## config.mk

```make
export PLATFORM = sky130hd
export DESIGN_NAME = clkgen_top
export DESIGN_NICKNAME = d
export VERILOG_FILES = /design/src/rtl/clkgen_pkg.sv /design/src/rtl/clkgen_div.sv /design/src/rtl/clkgen_sync.sv /design/src/rtl/clkgen_top.sv
export SDC_FILE = /design/constraint.sdc
export NUM_CORES = 1
export LEC_CHECK = 0
export BUFFER_PORTS_ARGS = -buffer_cell sky130_fd_sc_hd__buf_4
export CORE_AREA = 2 2 39 41
export CTS_CLUSTER_SIZE = 8
export DETAILED_ROUTE_END_ITERATION = 7
export DIE_AREA = 0 0 41 43
export SETUP_SLACK_MARGIN = 0.1
export SKIP_CTS_REPAIR_TIMING = 1
export SLEW_MARGIN = 20
export SYNTH_ARGS = -nofsm -noshare
export SYNTH_HDL_FRONTEND = slang
export SYNTH_SLANG_ARGS = --single-unit
```

## constraint.sdc

```tcl
create_clock -name osc_clk -period 2.55 [get_ports osc_clk]
set_input_delay 0.6375 -clock osc_clk [delete_from_list [all_inputs] [get_ports osc_clk]]
set_output_delay 0.6375 -clock osc_clk [all_outputs]
set_load 0.01 [all_outputs]
```

## src/rtl/clkgen_pkg.sv

```systemverilog
package clkgen_pkg;

   // Per-cycle markers for the system clock edges, in the oscillator domain
   typedef struct packed {
      logic rise;   // sys_clk goes high on this oscillator edge
      logic fall;   // sys_clk goes low on this oscillator edge
   } sys_edge_t;

   function automatic int cnt_width(input int ratio);
      return (ratio <= 2) ? 1 : $clog2(ratio);
   endfunction

endpackage

```

## src/rtl/clkgen_div.sv

```systemverilog
module clkgen_div
   import clkgen_pkg::*;
#(
   parameter int RATIO = 3,
   parameter int HIGH  = 1
) (
   input  logic      osc_clk,
   input  logic      rst_req,
   output logic      sys_clk,
   output sys_edge_t edges
);
   localparam int CW = cnt_width(RATIO);
   localparam logic [CW-1:0] LAST   = CW'(RATIO - 1);
   localparam logic [CW-1:0] HI_END = CW'(HIGH - 1);
   localparam logic [CW-1:0] HI_LIM = CW'(HIGH);

   logic [CW-1:0] cnt_q;
   logic [CW-1:0] cnt_nx;
   logic          sys_q;

   always_comb begin
      if (cnt_q == LAST) cnt_nx = '0;
      else               cnt_nx = cnt_q + CW'(1);
   end

   always_ff @(posedge osc_clk or posedge rst_req) begin
      if (rst_req) begin
         cnt_q <= '0;
         sys_q <= 1'b0;
      end else begin
         cnt_q <= cnt_nx;
         sys_q <= (cnt_nx < HI_LIM);
      end
   end

   always_comb begin
      edges.rise = (cnt_q == LAST);
      edges.fall = sys_q && (cnt_q == HI_END);
   end

   assign sys_clk = sys_q;

endmodule

```

## src/rtl/clkgen_sync.sv

```systemverilog
module clkgen_sync #(
   parameter int   STAGES  = 2,
   parameter logic RST_VAL = 1'b0
) (
   input  logic clk,
   input  logic arst,
   input  logic en,
   input  logic d,
   output logic q
);
   logic [STAGES-1:0] stg;

   for (genvar i = 0; i < STAGES; i++) begin : g_stage
      logic din;
      if (i == 0) begin : g_head
         assign din = d;
      end else begin : g_link
         assign din = stg[i-1];
      end
      always_ff @(posedge clk or posedge arst) begin
         if (arst)    stg[i] <= RST_VAL;
         else if (en) stg[i] <= din;
      end
   end

   assign q = stg[STAGES-1];

endmodule

```

## src/rtl/clkgen_top.sv

```systemverilog
module clkgen_top
   import clkgen_pkg::*;
#(
   parameter int DIV_RATIO   = 3,
   parameter int HIGH_CYCLES = 1,
   parameter int RST_STAGES  = 2,
   parameter int RDY_STAGES  = 2
) (
   input  logic osc_clk,
   input  logic rst_req,
   input  logic rdy_req,
   output logic sys_clk,
   output logic per_clk,
   output logic rst_sync,
   output logic rdy_sync
);
   if (DIV_RATIO < 2) begin : g_bad_ratio
      $error("DIV_RATIO must be at least 2");
   end
   if (HIGH_CYCLES < 1 || HIGH_CYCLES >= DIV_RATIO) begin : g_bad_high
      $error("HIGH_CYCLES must lie in 1..DIV_RATIO-1");
   end
   if (RST_STAGES < 2 || RDY_STAGES < 2) begin : g_bad_stages
      $error("synchronizers need at least two stages");
   end

   sys_edge_t edges;
   logic      per_q;

   clkgen_div #(
      .RATIO (DIV_RATIO),
      .HIGH  (HIGH_CYCLES)
   ) u_div (
      .osc_clk (osc_clk),
      .rst_req (rst_req),
      .sys_clk (sys_clk),
      .edges   (edges)
   );

   // peripheral clock: toggle at each system clock falling edge
   always_ff @(posedge osc_clk or posedge rst_req) begin
      if (rst_req)         per_q <= 1'b0;
      else if (edges.fall) per_q <= ~per_q;
   end
   assign per_clk = per_q;

   // reset release aligned to system clock falling edges
   clkgen_sync #(
      .STAGES  (RST_STAGES),
      .RST_VAL (1'b1)
   ) u_rst_sync (
      .clk  (osc_clk),
      .arst (rst_req),
      .en   (edges.fall),
      .d    (1'b0),
      .q    (rst_sync)
   );

   // ready sampled on system clock rising edges
   clkgen_sync #(
      .STAGES  (RDY_STAGES),
      .RST_VAL (1'b0)
   ) u_rdy_sync (
      .clk  (osc_clk),
      .arst (rst_req),
      .en   (edges.rise),
      .d    (rdy_req),
      .q    (rdy_sync)
   );

endmodule

```

=== After elaboration in Yosys (flattened, before gate mapping) ===
Cells that the tools add are included.

* Bits in registers: 8
* Input port bits: 3
* Logic and storage cells: 14

* $add $sub $neg: 1
* Order comparisons: 1
* Eq/ne operators: 1
* Mux-type cells: 1
* Bitwise gates (word level): 1
* Reduce and logical (&&, ||, !) cells: 2

{| class="wikitable"
|+ Operator list
! kind !! number
|-
| adder 2 x 1 -> 2 bit, second input constant || 1
|-
| == test 2 bit, second input constant || 1
|-
| zero test 2 bit || 1
|-
| less-than comparator 2 x 1 -> 1 bit, second input constant || 1
|-
| two-way mux 2 bit || 1
|-
| logical AND 1 bit || 1
|-
| inverter 1 bit || 1
|}

=== Longest topological paths before layout ===
* Depth in word-level cells: 3
* Mapped depth: 2
* Mapped depth without buffers: 2

=== Cells and area by module ===
From an unflattened synthesis, not the netlist that was laid out.

* Cells, all modules: 23
* Area total of the unflattened synthesis: 305.3 µm²

{| class="wikitable"
|+ By module, submodules not included
! module !! times used !! cells an instance !! area an instance (µm²) !! sequential area each (µm²)
|-
| clkgen_div || 1 || 9 || 108.9 || 75.1
|-
| clkgen_sync at u_rst_sync || 1 || 5 || 78.8 || 52.6
|-
| clkgen_sync at u_rdy_sync || 1 || 5 || 76.3 || 50.0
|-
| clkgen_top || 1 || 4 || 41.3 || 25.0
|}

=== Worst setup path after synthesis ===
OpenSTA, ideal clock, no wires.

* Path type: register -> output
* Start: reg u_rst_sync.stg[1], in the netlist u_rst_sync.q
* End: out rst_sync
* Arrival time: 0.526 ns
* Required time: 1.913 ns
* Setup slack: 1.387 ns
* Cell stages (with the launch flop): 1
* Buffers on the path: 0
* Path through: dfstp_2

{| class="wikitable"
|+ RTL lines
! what !! line !! RTL
|-
| start, declared || clkgen_sync.sv:11 || <nowiki>logic [STAGES-1:0] stg;</nowiki>
|-
| start signal, assigned by index || clkgen_sync.sv:22 || <nowiki>else if (en) stg[i] <= din;</nowiki>
|-
| end, declared || clkgen_top.sv:14 || <nowiki>output logic rst_sync,</nowiki>
|}

No word-level cell between the ends.

=== Final worst setup path ===
* Start: reg u_rst_sync.stg[1], in the netlist u_rst_sync.q
* End: out rst_sync

No word-level cell between the ends.

==> impl_metrics.tcl <==
set metrics [dict create \
    gp_congestion 0.586 \
    hp-class "in -> async" \
    fin_area_sq_um 384 \
    crit_chain "buf_4" \
    cts_tree "built" \
    critPathBufInv 1 \
    synth_cell_types 12 \
    final_nets 32 \
    cts.sinks 8 \
    io_pins 7 \
    area_growth_pct 29.5 \
    ctsHtreeMaxLevel 1 \
    slew_violations 0 \
    drt-total-wl_um 419 \
    critical_path_class "reg -> out" \
    synth.area.top_cells "dfrtp_1 51%, dfstp_2 18%, mux2_1 7.6%" \
    rows 14 \
    hold_viol 0 \
    setup.worst_path.start_class "register" \
    drt_iter0_drc 2 \
    synth.top_cell.area_share_pct 50.6 \
    r2r-end "u_rst_sync.q" \
    viasPerCell 3.86 \
    fp.dieH_um 43 \
    max-cap-violations 0 \
    n_fill_cell 149 \
    period_needed_ns 1.52 \
    critPathRequiredTime_ns 1.91 \
    rsz0062_at_grt "no" \
    min_period_over_period_pct 59.5 \
    yosysSeqAreaShare_pct 68.4 \
    cp_max_fo 2 \
    grt_pass1_wl_um 786 \
    ir_worst_vdd_uv 197 \
    remaining_drc_errors 0 \
    setup_viol 0 \
    p_int_mw 0.193 \
    wire_per_inst_um 9.52 \
    cts_buffer_depth 2 \
    end_kind "output port" \
    port_buffers 6 \
    switching_share_pct 19.3 \
    yosysWarningCount 0 \
    r2r-start "u_div.cnt_q[1]" \
    synthCells 19 \
    grt_usage_pct 6.99 \
    clk_latency_ns 0.25 \
    antenna_found_initial 0 \
    pwr-share-clk_pct 42.5 \
    placedInstanceArea_sq_um 358 \
    initial_core_util_pct 21.4 \
    numCtsBuffers 3 \
    fp.dieArea_sq_mm 0.00176 \
    drive_gt1_share_pct 50.0 \
    synth_area_per_cell_sq_um 15.6 \
    fmax_ghz 0.659 \
    cp_top_family "flip-flops" \
    seq_power_share_pct 54.3 \
    grt_max_degree 9 \
    finalSetupTns_ns 0 \
    r2r_cells 2 \
    ant_nets 0 \
    critical-path-max-stage-delay_ns 0.52 \
    num_vias 170 \
    num_antenna_cells 0 \
    reg2reg_slack_ns 1.43 \
    core-area_sq_mm 0.00138 \
    outcome "finished, final reports clean" \
    die_w_um 41 \
    pwr-share-comb_pct 3.2 \
    skew_ns 0.00370 \
    yosysTopAreaCell "dfrtp_1" \
    syn_area_sq_um 297 \
    crit_slowest_cell "dfstp_2" \
    total_power_mw 0.239 \
    clkTransAtPathRegs_ns 0.06 \
    switchingPower_mw 0.0461 \
    dr.pass1.iters 2 \
    synth_seq_cells 8 \
    cts_root_buffer "clkbuf_4" \
    grt_overflow 0 \
    grt_pass1_vias 192 \
    syn_nets 22 \
    power.leakage_nw 0.183 \
    arrival_ns 0.88 \
    relSlewSlack_pct 80.5 \
    worst_pin_slew_ns 0.292 \
    powerDensity_mw_per_mm2 621 \
]
## metrics by stage
step	hold WS [ns]	instances	setup slack [ns]	utilization [%]
after floorplan	0.452	19	1.39	-
after global placement	0.456	40	1.30	25.9
after detailed placement	0.473	40	1.29	25.9
after CTS	0.325	44	1.02	27.8
after global routing	0.347	44	0.996	27.8
final	0.326	44	1.03	27.8
## routing by layer
layer	vias to the layer above	GRT usage [%]	wire length [um]
met5	-	0	0
met4	0	6.00	0
met3	0	3.14	46
met2	7	9.38	179
met1	86	7.95	192
li1	77	-	-
## Yosys cell counts
cell / n
inv_1: 1
mux2_1: 2
and2b_2: 1
nor3b_4: 1
xor2_1: 1
nand2b_1: 1
dfrtp_1: 6
mux2_2: 1
nor2_1: 1
dfstp_2: 2
nor2b_1: 1
clkbuf_1: 1
## worst max-delay path by stage
stage / to / cells past startpoint / from / slack, ns
finish: rst_sync / 1 / u_rst_sync.q / 1.03
floorplan: rst_sync / 0 / u_rst_sync.q / 1.39
global route: rst_sync / 1 / u_rst_sync.q / 1.0
global placement: rst_sync / 1 / u_rst_sync.q / 1.30
detailed placement: rst_sync / 1 / u_rst_sync.q / 1.29
CTS: rst_sync / 1 / u_rst_sync.q / 1.02
## worst register-to-register path: cells and delay by family (launching register included)
| family | cells | cell delay, ns |
|---|---|---|
| multiplexers | 1 | 0.34 |
| flip-flops | 1 | 0.44 |
| AND/OR/NAND/NOR | 1 | 0.27 |
## kinds of logic after synthesis
group,after synthesis,synth area share (%)
muxes,3,11.4
xor gates and xnor gates,1,2.95
DFF,8,68.4
buffers and inverters,2,2.53
and+or+nand+nor,5,14.8
## state kept, by name, indices dropped and copies added, names as in the netlist
register                count
per_clk                     1
u_div.cnt_q                 2
u_div.sys_clk               1
u_rdy_sync.g_stage.din      1
u_rdy_sync.q                1
u_rst_sync.g_stage.din      1
u_rst_sync.q                1
## cell usage in the layout, fill, tap and decap left out, drive strengths merged
cell type	instances
nor2	1
nor3b	1
and2b	1
mux2	3
nand2b	1
buf	6
inv	1
dfstp	2
xor2	1
clkbuf	4
dfrtp	6
nor2b	1
## power groups by stage
stage                     logic [mW]  registers [mW]  clock network [mW]
after floorplan              0.00318           0.132                   0
after global placement       0.00733           0.132                   0
after detailed placement     0.00780           0.132                   0
after CTS                    0.00782           0.130               0.106
after global routing         0.00871           0.130               0.114
final                        0.00752           0.130               0.102
## layout make-up
class | count | area (sq um) | area share, %
Clock buffer | 4 | 26.3 | 6.84
Inverter | 1 | 3.75 | 0.977
Timing Repair Buffer | 6 | 45.0 | 11.7
Tap cell | 16 | 20.0 | 5.21
Sequential cell | 8 | 203 | 52.8
Multi-Input combinational cell | 9 | 86.3 | 22.5
Note: power is estimated with default switching activity, not from simulation.
